--- src/rtl/clkgate_pkg.sv ---
package clkgate_pkg;

    typedef enum logic {
        GATE_PARKED  = 1'b0,
        GATE_PASSING = 1'b1
    } gate_state_e;

    function automatic int unsigned half_ratio(input int unsigned ratio);
        return (ratio < 2) ? 1 : ratio / 2;
    endfunction

endpackage

--- src/rtl/clkgrp_stop_sync.sv ---
module clkgrp_stop_sync #(
    parameter int unsigned STAGES = 2
) (
    input  logic clk_i,
    input  logic rst_n,
    input  logic req_n_i,
    output logic run_o
);
    localparam int unsigned LAST = STAGES - 1;

    typedef struct packed {
        logic [STAGES-1:0] chain;
    } sync_t;

    sync_t sync_d, sync_q;

    always_comb begin
        sync_d       = sync_q;
        sync_d.chain = STAGES'({sync_q.chain, req_n_i});
    end

    always_ff @(posedge clk_i or negedge rst_n) begin
        if (!rst_n) begin
            sync_q <= '0;
        end else begin
            sync_q <= sync_d;
        end
    end

    assign run_o = sync_q.chain[LAST];

endmodule

--- src/rtl/clkgrp_gate_enable.sv ---
module clkgrp_gate_enable
    import clkgate_pkg::*;
(
    input  logic clk_i,
    input  logic rst_n,
    input  logic run_i,
    input  logic permit_i,
    output logic pass_o
);
    typedef struct packed {
        gate_state_e st;
    } gate_t;

    gate_t gate_d, gate_q;

    always_comb begin
        gate_d = gate_q;
        if (permit_i) begin
            gate_d.st = run_i ? GATE_PASSING : GATE_PARKED;
        end
    end

    always_ff @(negedge clk_i or negedge rst_n) begin
        if (!rst_n) begin
            gate_q <= '{st: GATE_PARKED};
        end else begin
            gate_q <= gate_d;
        end
    end

    assign pass_o = (gate_q.st == GATE_PASSING);

endmodule

--- src/rtl/clkgrp_bus_phase.sv ---
module clkgrp_bus_phase
    import clkgate_pkg::*;
#(
    parameter int unsigned RATIO = 2
) (
    input  logic clk_i,
    input  logic rst_n,
    output logic lvl_o
);
    localparam int unsigned HALF = half_ratio(RATIO);
    localparam int unsigned CW   = (RATIO > 1) ? $clog2(RATIO) : 1;
    localparam logic [CW-1:0] CNT_LAST = CW'(RATIO - 1);
    localparam logic [CW-1:0] CNT_HALF = CW'(HALF);

    typedef struct packed {
        logic [CW-1:0] cnt;
        logic          lvl;
    } phase_t;

    phase_t ph_d, ph_q;

    always_comb begin
        ph_d = ph_q;
        if (ph_q.cnt == CNT_LAST) begin
            ph_d.cnt = '0;
        end else begin
            ph_d.cnt = ph_q.cnt + 1'b1;
        end
        ph_d.lvl = (ph_d.cnt < CNT_HALF);
    end

    always_ff @(posedge clk_i or negedge rst_n) begin
        if (!rst_n) begin
            ph_q <= '{cnt: CNT_LAST, lvl: 1'b0};
        end else begin
            ph_q <= ph_d;
        end
    end

    assign lvl_o = ph_q.lvl;

endmodule

--- src/rtl/clkgrp_stop_gate.sv ---
module clkgrp_stop_gate #(
    parameter int unsigned N_CPU     = 4,
    parameter int unsigned N_MEM     = 6,
    parameter int unsigned N_BUS     = 6,
    parameter int unsigned FAST_SYNC = 1,
    parameter int unsigned BUS_SYNC  = 2,
    parameter int unsigned BUS_RATIO = 2
) (
    input  logic             clk_i,
    input  logic             rst_n,
    input  logic             cpu_stop_n_i,
    input  logic             bus_stop_n_i,
    output logic [N_CPU-1:0] cpu_clk_o,
    output logic [N_MEM-1:0] mem_clk_o,
    output logic [N_BUS-1:0] bus_clk_o,
    output logic             bus_free_o
);
    logic cpu_run;
    logic bus_run;
    logic cpu_pass;
    logic bus_pass;
    logic bus_lvl;
    logic bus_low;

    clkgrp_stop_sync #(.STAGES(FAST_SYNC)) u_cpu_sync (
        .clk_i   (clk_i),
        .rst_n   (rst_n),
        .req_n_i (cpu_stop_n_i),
        .run_o   (cpu_run)
    );

    clkgrp_stop_sync #(.STAGES(BUS_SYNC)) u_bus_sync (
        .clk_i   (clk_i),
        .rst_n   (rst_n),
        .req_n_i (bus_stop_n_i),
        .run_o   (bus_run)
    );

    clkgrp_bus_phase #(.RATIO(BUS_RATIO)) u_bus_phase (
        .clk_i (clk_i),
        .rst_n (rst_n),
        .lvl_o (bus_lvl)
    );

    // The processor enable moves on every falling edge; the peripheral
    // enable only on falling edges inside a low phase of the divided clock.
    assign bus_low = ~bus_lvl;

    clkgrp_gate_enable u_cpu_gate (
        .clk_i    (clk_i),
        .rst_n    (rst_n),
        .run_i    (cpu_run),
        .permit_i (1'b1),
        .pass_o   (cpu_pass)
    );

    clkgrp_gate_enable u_bus_gate (
        .clk_i    (clk_i),
        .rst_n    (rst_n),
        .run_i    (bus_run),
        .permit_i (bus_low),
        .pass_o   (bus_pass)
    );

    for (genvar g = 0; g < N_CPU; g++) begin : g_cpu
        assign cpu_clk_o[g] = clk_i & cpu_pass;
    end

    for (genvar g = 0; g < N_MEM; g++) begin : g_mem
        assign mem_clk_o[g] = clk_i & cpu_pass;
    end

    for (genvar g = 0; g < N_BUS; g++) begin : g_bus
        assign bus_clk_o[g] = bus_lvl & bus_pass;
    end

    assign bus_free_o = bus_lvl;

endmodule

--- config.mk ---
export PLATFORM = sky130hd
export DESIGN_NAME = clkgrp_stop_gate
export DESIGN_NICKNAME = d
export VERILOG_FILES = /design/src/rtl/clkgate_pkg.sv /design/src/rtl/clkgrp_stop_sync.sv /design/src/rtl/clkgrp_gate_enable.sv /design/src/rtl/clkgrp_bus_phase.sv /design/src/rtl/clkgrp_stop_gate.sv
export SDC_FILE = /design/constraint.sdc
export NUM_CORES = 1
export LEC_CHECK = 0
export BUFFER_PORTS_ARGS = -buffer_cell sky130_fd_sc_hd__buf_2
export CELL_PAD_IN_SITES_DETAIL_PLACEMENT = 0
export CELL_PAD_IN_SITES_GLOBAL_PLACEMENT = 1
export CORE_AREA = 2 2 39 41
export CTS_BUF_LIST = sky130_fd_sc_hd__clkbuf_8
export CTS_CLUSTER_SIZE = 20
export DETAILED_ROUTE_END_ITERATION = 10
export DIE_AREA = 0 0 41 43
export MAX_ROUTING_LAYER = met4
export PLACE_DENSITY = 0.76
export RECOVER_POWER = 100
export SLEW_MARGIN = 20
export SYNTH_ARGS = -nofsm -noshare
export SYNTH_HDL_FRONTEND = slang
export SYNTH_SLANG_ARGS = --single-unit
--- constraint.sdc ---
create_clock -name clk_i -period 1.9 [get_ports clk_i]
set_clock_uncertainty 0.2 [all_clocks]
set_input_delay 0.285 -clock clk_i [delete_from_list [all_inputs] [get_ports clk_i]]
set_output_delay 0.285 -clock clk_i [all_outputs]
set_load 0.02 [all_outputs]
Word-level counts from Yosys, hierarchy flattened
Index checks and enable logic that the tools add are counted.

word-level totals
  bits of input ports = 4
  register bits = 7
  output and inout port bits = 17
  logic and storage cells = 13

cells by class
  magnitude comparators = 1
  muxes and demuxes = 3
  $add $sub $neg = 1
  bitwise gates (word level) = 2

operators by type and width
  operator                                    number
  1-bit two-way mux                           3
  1-bit AND                                   2
  1-bit adder (second input constant)         1
  1-bit < comparator (second input constant)  1

Depth between registers and ports, before layout
  word-level depth = 3
  gate-level depth with buffers = 2
  depth with buffers taken out = 1

Cells and area by module
Synthesis repeated with hierarchy kept, for this count alone.

second synthesis, totals
  cells, all modules = 28
  area total of the unflattened synthesis = 335.3 um2

by module, submodules not included
  module                         sequential area each (um2)  instances  cells each  area each (um2)
  clkgrp_stop_gate               0.0                         1          18          125.1
  clkgrp_gate_enable             25.0                        2          2           40.0
  clkgrp_bus_phase               51.3                        1          3           55.1
  clkgrp_stop_sync (u_bus_sync)  50.0                        1          2           50.0
  clkgrp_stop_sync (u_cpu_sync)  25.0                        1          1           25.0

==> impl_metrics.ini <==
[status]
run_status = finished with violations
violations = negative setup slack

[floorplan]
dieArea_mm2 = 0.00176
ios = 21
core_area_mm2 = 0.00138
rows = 14
start_util_pct = 22.7
die_w_um = 41
die_h_um = 43

[cells_and_area]
instances_no_fill = 64
diodes = 0
layout-drive-gt1-share_pct = 75.0
stdcell_area_um2 = 634
syn_to_final_growth_pct = 102
layout_commonest_cell = buf_6
finalNetCount = 53
final_cell_mix = buf_6 (16), clkbuf_8 (9), dlygate4sd3_1 (3), dfrtp_1 (3)

[synth]
syn_inst = 25
yosysUniqueCellTypes = 8
avgSynthCellArea_um2 = 12.6
synth_warnings = 0
synth-seq-cells = 7
syn-cell-area_um2 = 314
mappedNetlistNets = 29
ys_seq_area_share_pct = 56.2

[setup_path]
worstPathMaxFanout = 5
regToRegStartpoint = u_bus_phase.lvl_o
path_cells = and2_4 > buf_8 > buf_6
startpoint_type = flip-flop
reg2reg_slack_ps = -70
worst-setup-path-type = flip-flop to output pin
critPathRequiredTime_ps = 1410
r2r-end = u_bus_gate.pass_o
reg2regPathDepth = 1
startpoint = u_cpu_gate.pass_o
cp-end-kind = output pin
cp_slowest_cell = dfrtn_1
cpPeakStageDelay_ps = 380
cp.arrival_ps = 2090

[power_and_ir_drop]
totalPowerFinal_uw = 1240
p_leak_uw = 0.000323
cellPowerDensity_mw_per_mm2 = 1960
peakVddDrop_uv = 948

[place]
port_buffers = 20
place_area_um2 = 342
dp.cells = 48
dp_slack_ps = -243
gp_congestion = 0.624

[hold_path]
min_to = u_bus_sync.sync_q[1]
hold_class = flip-flop to flip-flop
min_path_cells = 0
min-delay-start = u_bus_sync.sync_q[0]

[timing]
final_max_slew_viol_count = 0
setup_slack_ps = -679
rsz0062_at_grt = yes
setup_viol = 18
relSlewSlack_pct = 76.1
worst_pin_slew_ps = 359
hold_viol = 0

[drt]
vias = 241
wl_per_cell_um = 10.1
drt.antenna.violating_nets = 0
viasPerCell = 3.77
drtIter0Drc = 0
drt-pass1-iter-count = 1
wl_um = 646
drc = 0

[run]
drv_cap = 0

[global_route]
grt_use_total_pct = 10.8
grt_pass1_wl_mm = 1.01
grt.overflow.total = 0
grt_start_max_net_pins = 8
antenna_found_initial = 0
grt_pass1_vias = 321

[cts]
clkTransAtPathRegs_ps = 40
cts_tree = yes
insertion_delay_ps = 330
[worst max-delay path: cells and delay by family, from the launching register on]
kind                   cells  cell delay, ps
buffers and inverters      2             240
flip-flops                 1             380
AND/OR/NAND/NOR            1             160
[flip-flops by register name (all words and copies together) (netlist names)]
| signal | cells |
|---|---|
| u_cpu_sync.run_o | 1 |
| u_cpu_gate.pass_o | 1 |
| u_bus_phase.lvl_o | 1 |
| u_bus_sync.sync_q | 2 |
| u_bus_phase.ph_q | 1 |
| u_bus_gate.pass_o | 1 |
[how the worst max path moves through the flow]
stage,slack [ps],cells past startpoint,endpoint
final,-680,3,mem_clk_o[0]
after global routing,-720,3,mem_clk_o[0]
after CTS,-740,3,cpu_clk_o[0]
after detailed placement,-240,2,bus_clk_o[1]
after global placement,-230,2,bus_clk_o[5]
after floorplan,-310,2,mem_clk_o[4]
[cell families (layout without fill, tap and decap cells)]
family / Yosys count / after routing / share of synthesized area, %
buffers and inverters: 15 / 38 / 34.7
DFF: 7 / 7 / 56.2
muxes: 1 / 1 / 4.78
and+or+nand+nor: 2 / 2 / 4.38
[final cells by class]
cell class	instances	area (um2)
fill	123	749
clock buffer	21	267
tap	16	20.0
inverter	1	3.75
sequential	7	178
clock inverter	1	3.75
timing repair buffer	15	130
multi-input combinational	3	32.5
[timing repair]
action                                  in CTS  in global routing
hold buffers                                 3                  0
resized for setup                           26                  8
pin swaps                                    1                  1
buffers inserted                             0                  1
endpoints found under the hold margin        7                  0
endpoints found under the setup margin      18                 18
[per-layer routing]
layer	GRT usage, %	vias to the layer above	share of wire, %
met3	12.6	6	7.9
met4	18.7	0	7.1
met2	12.5	18	55
met5	-	-	0
met1	3.99	109	30
li1	-	108	-
[report_power, final]
group,total (uW),switching [uW],internal [uW]
sequential,157,1.67,156
combinational,12.9,4.46,8.47
clock,1070,377,693
[through the flow]
step	util [%]	setup TNS [ps]	hold WS, ps
3_3_place_gp	24.7	-3710	-83.1
2_1_floorplan	-	-4390	-211
6_report	45.8	-10580	146
5_1_grt	45.8	-11310	151
3_5_place_dp	24.7	-3790	-77.0
4_1_cts	43.9	-11130	116
[cell usage after synthesis]
| cell | instances | area, um2 |
|---|---|---|
| buf_4 | 14 | 105 |
| dfrtp_1 | 4 | 100 |
| dfrtn_1 | 2 | 50.1 |
| and2_1 | 1 | 6.26 |
| and2_2 | 1 | 7.51 |
| dfstp_2 | 1 | 26.3 |
| inv_1 | 1 | 3.75 |
| mux2_4 | 1 | 15.0 |
No activity file was read; power rests on OpenSTA's default activity.
